**src/rtl/i80_wr_pkg.sv**
```systemverilog
package i80_wr_pkg;

    localparam int TF_W        = 4;
    localparam int CFG_W       = 32;
    localparam int CFG_EN_BIT  = 0;
    localparam int CFG_HLD_LSB = 4;
    localparam int N_FIELDS    = 4;

    typedef enum logic [2:0] {
        PH_IDLE,
        PH_CSS,
        PH_WRS,
        PH_ACT,
        PH_HLD
    } phase_e;

    typedef struct packed {
        logic [TF_W-1:0] css;
        logic [TF_W-1:0] wrs;
        logic [TF_W-1:0] act;
        logic [TF_W-1:0] hld;
    } timing_t;

endpackage

```
**src/rtl/i80_cfg_decode.sv**
```systemverilog
module i80_cfg_decode
    import i80_wr_pkg::*;
(
    input  logic [CFG_W-1:0] cfg_word,
    output timing_t          tim,
    output logic             en
);

    logic [TF_W-1:0] fld [N_FIELDS];

    for (genvar i = 0; i < N_FIELDS; i++) begin : g_fld
        assign fld[i] = cfg_word[CFG_HLD_LSB + i*TF_W +: TF_W];
    end

    always_comb begin
        tim.hld = fld[0];
        tim.act = (fld[1] == '0) ? TF_W'(1) : fld[1];
        tim.wrs = fld[2];
        tim.css = fld[3];
        en      = cfg_word[CFG_EN_BIT];
    end

    always_comb begin
        assert (tim.act != '0) else $error("AST_ACT_CLAMP failed");
    end

endmodule

```
**src/rtl/i80_phase_plan.sv**
```systemverilog
module i80_phase_plan
    import i80_wr_pkg::*;
(
    input  logic            start_new,
    input  logic            chained,
    input  phase_e          cur_ph,
    input  timing_t         tim,
    output phase_e          nxt_ph,
    output logic [TF_W-1:0] nxt_cnt
);

    always_comb begin
        nxt_ph  = PH_IDLE;
        nxt_cnt = '0;
        if (start_new) begin
            if (!chained && tim.css != '0) begin
                nxt_ph  = PH_CSS;
                nxt_cnt = tim.css - TF_W'(1);
            end else if (tim.wrs != '0) begin
                nxt_ph  = PH_WRS;
                nxt_cnt = tim.wrs - TF_W'(1);
            end else if (chained && cur_ph == PH_ACT) begin
                nxt_ph  = PH_WRS;
                nxt_cnt = '0;
            end else begin
                nxt_ph  = PH_ACT;
                nxt_cnt = tim.act - TF_W'(1);
            end
        end else begin
            unique case (cur_ph)
                PH_CSS: begin
                    if (tim.wrs != '0) begin
                        nxt_ph  = PH_WRS;
                        nxt_cnt = tim.wrs - TF_W'(1);
                    end else begin
                        nxt_ph  = PH_ACT;
                        nxt_cnt = tim.act - TF_W'(1);
                    end
                end
                PH_WRS: begin
                    nxt_ph  = PH_ACT;
                    nxt_cnt = tim.act - TF_W'(1);
                end
                PH_ACT: begin
                    if (tim.hld != '0) begin
                        nxt_ph  = PH_HLD;
                        nxt_cnt = tim.hld - TF_W'(1);
                    end
                end
                default: begin
                    nxt_ph  = PH_IDLE;
                    nxt_cnt = '0;
                end
            endcase
        end
    end

endmodule

```
**src/rtl/i80_wr_seq.sv**
```systemverilog
module i80_wr_seq
    import i80_wr_pkg::*;
#(
    parameter int DATA_W = 16
) (
    input  logic              clk,
    input  logic              rst_n,
    input  logic [31:0]       cfg_word,
    input  logic [31:0]       afr_word,
    input  logic              in_valid,
    output logic              in_ready,
    input  logic [DATA_W-1:0] in_data,
    input  logic              in_is_cmd,
    output logic              lcd_cs_n,
    output logic              lcd_wr_n,
    output logic              lcd_rs,
    output logic [DATA_W-1:0] lcd_db
);

    typedef struct packed {
        phase_e            ph;
        logic [TF_W-1:0]   cnt;
        timing_t           tim;
        logic [DATA_W-1:0] dat;
        logic              rs;
    } seq_t;

    seq_t s_d, s_q;

    timing_t         live_tim;
    logic            live_en;
    timing_t         plan_tim;
    phase_e          plan_ph;
    logic [TF_W-1:0] plan_cnt;
    logic            phase_last;
    logic            beat_end;
    logic            acc;
    logic            unused_bits;

    assign unused_bits = ^{afr_word, cfg_word[31:20], cfg_word[3:1]};

    i80_cfg_decode u_dec (
        .cfg_word (cfg_word),
        .tim      (live_tim),
        .en       (live_en)
    );

    assign phase_last = (s_q.cnt == '0);
    assign beat_end   = phase_last &&
                        ((s_q.ph == PH_HLD) ||
                         (s_q.ph == PH_ACT && s_q.tim.hld == '0));
    assign in_ready   = live_en && (s_q.ph == PH_IDLE || beat_end);
    assign acc        = in_valid && in_ready;
    assign plan_tim   = acc ? live_tim : s_q.tim;

    i80_phase_plan u_plan (
        .start_new (acc),
        .chained   (s_q.ph != PH_IDLE),
        .cur_ph    (s_q.ph),
        .tim       (plan_tim),
        .nxt_ph    (plan_ph),
        .nxt_cnt   (plan_cnt)
    );

    always_comb begin
        s_d = s_q;
        if (acc) begin
            s_d.ph  = plan_ph;
            s_d.cnt = plan_cnt;
            s_d.tim = live_tim;
            s_d.dat = in_data;
            s_d.rs  = !in_is_cmd;
        end else if (s_q.ph != PH_IDLE) begin
            if (phase_last) begin
                s_d.ph  = plan_ph;
                s_d.cnt = plan_cnt;
            end else begin
                s_d.cnt = s_q.cnt - TF_W'(1);
            end
        end
    end

    always_ff @(posedge clk or negedge rst_n) begin
        if (!rst_n) begin
            s_q.ph  <= PH_IDLE;
            s_q.cnt <= '0;
            s_q.tim <= '0;
            s_q.dat <= '0;
            s_q.rs  <= 1'b0;
        end else begin
            s_q <= s_d;
        end
    end

    assign lcd_cs_n = (s_q.ph == PH_IDLE);
    assign lcd_wr_n = (s_q.ph != PH_ACT);
    assign lcd_rs   = s_q.rs;
    assign lcd_db   = s_q.dat;

    AST_WR_INSIDE_CS: assert property (@(posedge clk) disable iff (!rst_n)
        !lcd_wr_n |-> !lcd_cs_n);
    AST_READY_NEEDS_EN: assert property (@(posedge clk) disable iff (!rst_n)
        in_ready |-> cfg_word[0]);
    AST_NO_START_DISABLED: assert property (@(posedge clk) disable iff (!rst_n)
        lcd_cs_n && !cfg_word[0] |=> lcd_cs_n);
    AST_BUS_STABLE: assert property (@(posedge clk) disable iff (!rst_n)
        !lcd_cs_n && !$past(lcd_cs_n) && !$past(in_valid && in_ready)
        |-> $stable(lcd_db) && $stable(lcd_rs));
    AST_CHAIN_KEEPS_CS: assert property (@(posedge clk) disable iff (!rst_n)
        in_valid && in_ready && !lcd_cs_n |=> !lcd_cs_n);
    AST_CS_FOLLOWS_ACCEPT: assert property (@(posedge clk) disable iff (!rst_n)
        in_valid && in_ready |=> !lcd_cs_n);

endmodule

```
**config.mk**
```make
export PLATFORM = sky130hd
export DESIGN_NAME = i80_wr_seq
export DESIGN_NICKNAME = d
export VERILOG_FILES = /design/src/rtl/i80_wr_pkg.sv /design/src/rtl/i80_cfg_decode.sv /design/src/rtl/i80_phase_plan.sv /design/src/rtl/i80_wr_seq.sv
export SDC_FILE = /design/constraint.sdc
export NUM_CORES = 1
export LEC_CHECK = 0
export BUFFER_PORTS_ARGS = -buffer_cell sky130_fd_sc_hd__buf_2
export CORE_ASPECT_RATIO = 0.8
export CORE_MARGIN = 2
export CORE_UTILIZATION = 40
export CTS_CLUSTER_SIZE = 16
export DETAILED_ROUTE_END_ITERATION = 8
export PLACE_DENSITY_LB_ADDON = 0.3
export SYNTH_ARGS = -nofsm -noshare
export SYNTH_HDL_FRONTEND = slang
export SYNTH_HIERARCHICAL = 1
export SYNTH_SLANG_ARGS = --single-unit
```
**constraint.sdc**
```tcl
create_clock -name clk -period 4.9 [get_ports clk]
set_clock_uncertainty 0.1 [all_clocks]
set_input_delay 0.735 -clock clk [delete_from_list [all_inputs] [get_ports clk]]
set_output_delay 0.735 -clock clk [all_outputs]
set_load 0.05 [all_outputs]
```
==> flow_results.xml <==
<?xml version="1.0" encoding="UTF-8"?>
<metrics>
  <group name="critical_path">
    <metric name="reg2regPathDepth" unit="">16</metric>
    <metric name="ff2ff_setup_slack" unit="ns">0.58</metric>
    <metric name="critical_path.endpoint_type" unit="">flip-flop</metric>
    <metric name="critical_path.reg2reg.endpoint" unit="">s_q[33]$_DFFE_PN0P_</metric>
    <metric name="startpoint" unit="">s_q[33]$_DFFE_PN0P_</metric>
    <metric name="crit_path_start_kind" unit="">flip-flop</metric>
    <metric name="launch_instance_of_the_worst_register_to_register_path" unit="">s_q[33]$_DFFE_PN0P_</metric>
    <metric name="cp.required" unit="ns">4.99</metric>
    <metric name="worst-setup-path-type" unit="">reg2reg</metric>
    <metric name="worstPathArrival" unit="ns">4.41</metric>
    <metric name="setup.worst_path.end" unit="">s_q[33]$_DFFE_PN0P_</metric>
    <metric name="crit_path_max_fanout" unit="">20</metric>
  </group>
  <group name="floorplanning">
    <metric name="rows" unit="">26</metric>
    <metric name="initial_utilization" unit="">0.413</metric>
    <metric name="num_io_pins" unit="">104</metric>
    <metric name="die_h" unit="microns">76.4</metric>
    <metric name="chipWidth" unit="microns">94.4</metric>
    <metric name="die-area" unit="sq um">7210</metric>
    <metric name="core" unit="sq um">6340</metric>
  </group>
  <group name="sta">
    <metric name="finalCritPeriodShare" unit="">0.881</metric>
    <metric name="setup_viol" unit="">0</metric>
    <metric name="finalHoldWorstSlack" unit="ns">0.408</metric>
    <metric name="final_max_slew_viol_count" unit="">0</metric>
    <metric name="rsz0062_at_grt" unit="">no</metric>
    <metric name="final.setup.tns" unit="ns">0</metric>
    <metric name="slew-limit-headroom" unit="">0.391</metric>
    <metric name="final_period_minus_worst_setup_slack" unit="ns">4.32</metric>
    <metric name="worst_tran_pin_value" unit="ns">0.914</metric>
    <metric name="final_hold_viol_count" unit="">0</metric>
    <metric name="fmax" unit="GHz">0.232</metric>
  </group>
  <group name="placed_design">
    <metric name="hpwlAfterDp" unit="mm">3.77</metric>
    <metric name="rd_place_congestion" unit="">0.832</metric>
    <metric name="numPlacedInstances" unit="">339</metric>
    <metric name="port-buffer-count" unit="">56</metric>
    <metric name="dpl_cell_area" unit="sq um">2720</metric>
  </group>
  <group name="pwr">
    <metric name="p_per_area" unit="nW/um^2">765</metric>
    <metric name="p_leak" unit="nW">1.38</metric>
    <metric name="vdd_drop_max" unit="V">0.000234</metric>
  </group>
  <group name="finish">
    <metric name="area_delta_synth_final" unit="%">7.70</metric>
    <metric name="layout.cells.non_filler" unit="">347</metric>
    <metric name="final_layout_size_suffix_gt1_frac" unit="">0.414</metric>
    <metric name="final_nets" unit="">352</metric>
    <metric name="fillCellCount" unit="">644</metric>
    <metric name="fin_area" unit="sq um">2820</metric>
    <metric name="diodes" unit="">0</metric>
  </group>
  <group name="global_routing">
    <metric name="grt_overflow" unit="">0</metric>
    <metric name="total_routing_usage_reported_by_global_routing" unit="">0.159</metric>
    <metric name="grt_pass1_vias" unit="">1776</metric>
    <metric name="grt_pass1_wl" unit="mm">8.71</metric>
    <metric name="grt_antenna_before_repair" unit="">0</metric>
    <metric name="grt_max_degree" unit="">41</metric>
  </group>
  <group name="route">
    <metric name="antenna_violating_nets_post_route" unit="">0</metric>
    <metric name="post_drt_wl_per_cell" unit="microns">14.9</metric>
    <metric name="wl_met2" unit="mm">2.36</metric>
    <metric name="met3WireLength" unit="microns">179</metric>
    <metric name="routed_wl" unit="mm">5.16</metric>
    <metric name="detail_route.vias_per_cell" unit="">5.12</metric>
    <metric name="route.layer.met1.wl" unit="mm">2.53</metric>
    <metric name="route.vias.total" unit="">1778</metric>
    <metric name="dr.first_iter.drc_count" unit="">143</metric>
    <metric name="router_iterations_before_antenna_repair" unit="">4</metric>
    <metric name="dr.max_layer_used" unit="">met4</metric>
    <metric name="drc_errors" unit="">0</metric>
  </group>
  <group name="run">
    <metric name="max_cap_viol_count" unit="">0</metric>
  </group>
  <group name="clocking">
    <metric name="cts.root.buffer_cell" unit="">sky130_fd_sc_hd__clkbuf_8</metric>
    <metric name="tritoncts.num_buffers" unit="">5</metric>
    <metric name="worst_setup_hold_path_clk_slew" unit="ns">0.08</metric>
    <metric name="resized_after_cts" unit="">0</metric>
    <metric name="cts.hold.buffers_added" unit="">0</metric>
    <metric name="clockBufferDepth" unit="">2</metric>
    <metric name="clock_tree_from_tritoncts" unit="">done</metric>
    <metric name="numClockSinks" unit="">40</metric>
    <metric name="cts_setup_buffers" unit="">0</metric>
    <metric name="cts_max_level" unit="">2</metric>
    <metric name="clkLatencyLatePin" unit="ns">0.30</metric>
  </group>
  <group name="synthesis">
    <metric name="ys_async_sr_fraction" unit="">1.00</metric>
    <metric name="yosys.cell_count.top_type" unit="">sky130_fd_sc_hd__dfrtp_1</metric>
    <metric name="synth_fp_nets" unit="">324</metric>
    <metric name="syn_area" unit="sq um">2620</metric>
    <metric name="synth.top_cells.by_area" unit="">sky130_fd_sc_hd__dfrtp_1, sky130_fd_sc_hd__mux2_4, sky130_fd_sc_hd__buf_4</metric>
    <metric name="yosys_warnings" unit="">6</metric>
    <metric name="syn_inst" unit="">234</metric>
    <metric name="count_of_flip_flops_with_a_built_in_enable_after_synthesis" unit="">0</metric>
    <metric name="synth_top_area_share" unit="">0.382</metric>
    <metric name="postSynth.topFlopCell" unit="">sky130_fd_sc_hd__dfrtp_1</metric>
    <metric name="netlist-cell-type-count" unit="">51</metric>
    <metric name="syn-mean-instance-area" unit="sq um">11.2</metric>
    <metric name="total_of_flip_flops_plus_latches_after_synthesis" unit="">40</metric>
    <metric name="post_synth_top_cells" unit="">sky130_fd_sc_hd__dfrtp_1, sky130_fd_sc_hd__buf_4, sky130_fd_sc_hd__mux2_4</metric>
    <metric name="netlist.top_cell.by_area" unit="">sky130_fd_sc_hd__dfrtp_1</metric>
    <metric name="register_area_share_after_synthesis" unit="">0.382</metric>
  </group>
  <group name="run_status">
    <metric name="status" unit="">completed</metric>
  </group>
  <group name="hold_path">
    <metric name="holdCritPathClass" unit="">reg2reg</metric>
  </group>
</metrics>
-- critical path, stage by stage, from the launching register on --
cell and delay [ns]:
sky130_fd_sc_hd__dfrtp_1 0.42, sky130_fd_sc_hd__inv_1 0.07, sky130_fd_sc_hd__ha_1 0.19, sky130_fd_sc_hd__or3b_1 0.48, sky130_fd_sc_hd__a2111o_1 0.49, sky130_fd_sc_hd__and2_4 0.29
sky130_fd_sc_hd__inv_1 0.19, sky130_fd_sc_hd__mux2_2 0.38, sky130_fd_sc_hd__inv_1 0.10, sky130_fd_sc_hd__ha_1 0.15, sky130_fd_sc_hd__nor3b_1 0.22, sky130_fd_sc_hd__nor3_1 0.11
sky130_fd_sc_hd__a222oi_1 0.41, sky130_fd_sc_hd__o2bb2ai_1 0.17, sky130_fd_sc_hd__nor2_1 0.13, sky130_fd_sc_hd__a21oi_1 0.05, sky130_fd_sc_hd__o221a_2 0.27
-- flip-flops by register name, summed over array words and instances (netlist names) --
register and flops:
lcd_db 16, lcd_rs 1, s_q 23
-- power breakdown --
group	total [mW]	switching (mW)	internal [mW]
Sequential	0.599	0.104	0.494
Clock	0.237	0.123	0.114
Combinational	1.32	0.786	0.536
Total	2.16	1.01	1.14
-- layer usage --
metal / track usage / up-vias
met5: 0 / -
met4: 0.0725 / 0
met3: 0.0425 / 7
met2: 0.237 / 31
met1: 0.214 / 873
li1: - / 867
-- cells in the final DEF (no fill, tap or decap), types with 3 or more instances in the layout --
master,n
sky130_fd_sc_hd__nand3_1,4
sky130_fd_sc_hd__a211o_1,3
sky130_fd_sc_hd__a21oi_1,5
sky130_fd_sc_hd__nor3b_1,3
sky130_fd_sc_hd__xor2_1,4
sky130_fd_sc_hd__xnor2_1,3
sky130_fd_sc_hd__mux2_2,10
sky130_fd_sc_hd__dfrtp_1,40
sky130_fd_sc_hd__o21ai_0,8
sky130_fd_sc_hd__mux2_4,26
sky130_fd_sc_hd__nand2_1,5
sky130_fd_sc_hd__buf_2,56
sky130_fd_sc_hd__nor3_1,5
sky130_fd_sc_hd__nor2_1,13
sky130_fd_sc_hd__ha_1,6
sky130_fd_sc_hd__inv_1,14
sky130_fd_sc_hd__o31ai_1,4
sky130_fd_sc_hd__o2bb2ai_1,3
sky130_fd_sc_hd__a222oi_1,3
sky130_fd_sc_hd__clkbuf_8,6
-- final cells by class --
type                       count  area, sq um  area share
inverter                      14         52.6      0.0186
tap                           84          105      0.0373
clock inverter                 2         15.0     0.00533
clock buffer                   6         82.6      0.0293
timing repair buffer          58          295       0.105
sequential                    40         1000       0.355
multi-input combinational    143         1270       0.450
-- worst min path at each step --
stage | start | to | slack (ns) | cells past startpoint
floorplan | rst_n | lcd_db[0]$_DFFE_PN0N_ | 0.34 | 0
CTS | s_q[24]$_DFFE_PN0N_ | s_q[24]$_DFFE_PN0N_ | 0.41 | 1
detailed placement | s_q[24]$_DFFE_PN0N_ | s_q[24]$_DFFE_PN0N_ | 0.39 | 1
global route | lcd_db[5]$_DFFE_PN0N_ | lcd_db[5]$_DFFE_PN0N_ | 0.42 | 1
finish | s_q[24]$_DFFE_PN0N_ | s_q[24]$_DFFE_PN0N_ | 0.41 | 1
global placement | lcd_db[7]$_DFFE_PN0N_ | lcd_db[7]$_DFFE_PN0N_ | 0.38 | 1
-- through the flow --
step	power (mW)	worst slack [ns]	util
floorplan	1.76	0.921	-
global placement	1.89	0.648	0.429
detailed placement	1.93	0.633	0.429
CTS	2.18	0.592	0.444
global route	2.33	0.240	0.444
finish	2.16	0.583	0.444
-- cell families (layout without fill, tap and decap cells) --
group,Yosys count,in the layout,share of synthesized area
adders and majority gates,6,6,0.0287
AOI/OAI and AO/OA,43,43,0.125
buffers and inverters,51,80,0.133
and+or+nand+nor,51,51,0.115
xor gates and xnor gates,7,7,0.0234
DFF,40,40,0.382
muxes,36,36,0.192
(Power assumes the default switching activity.)
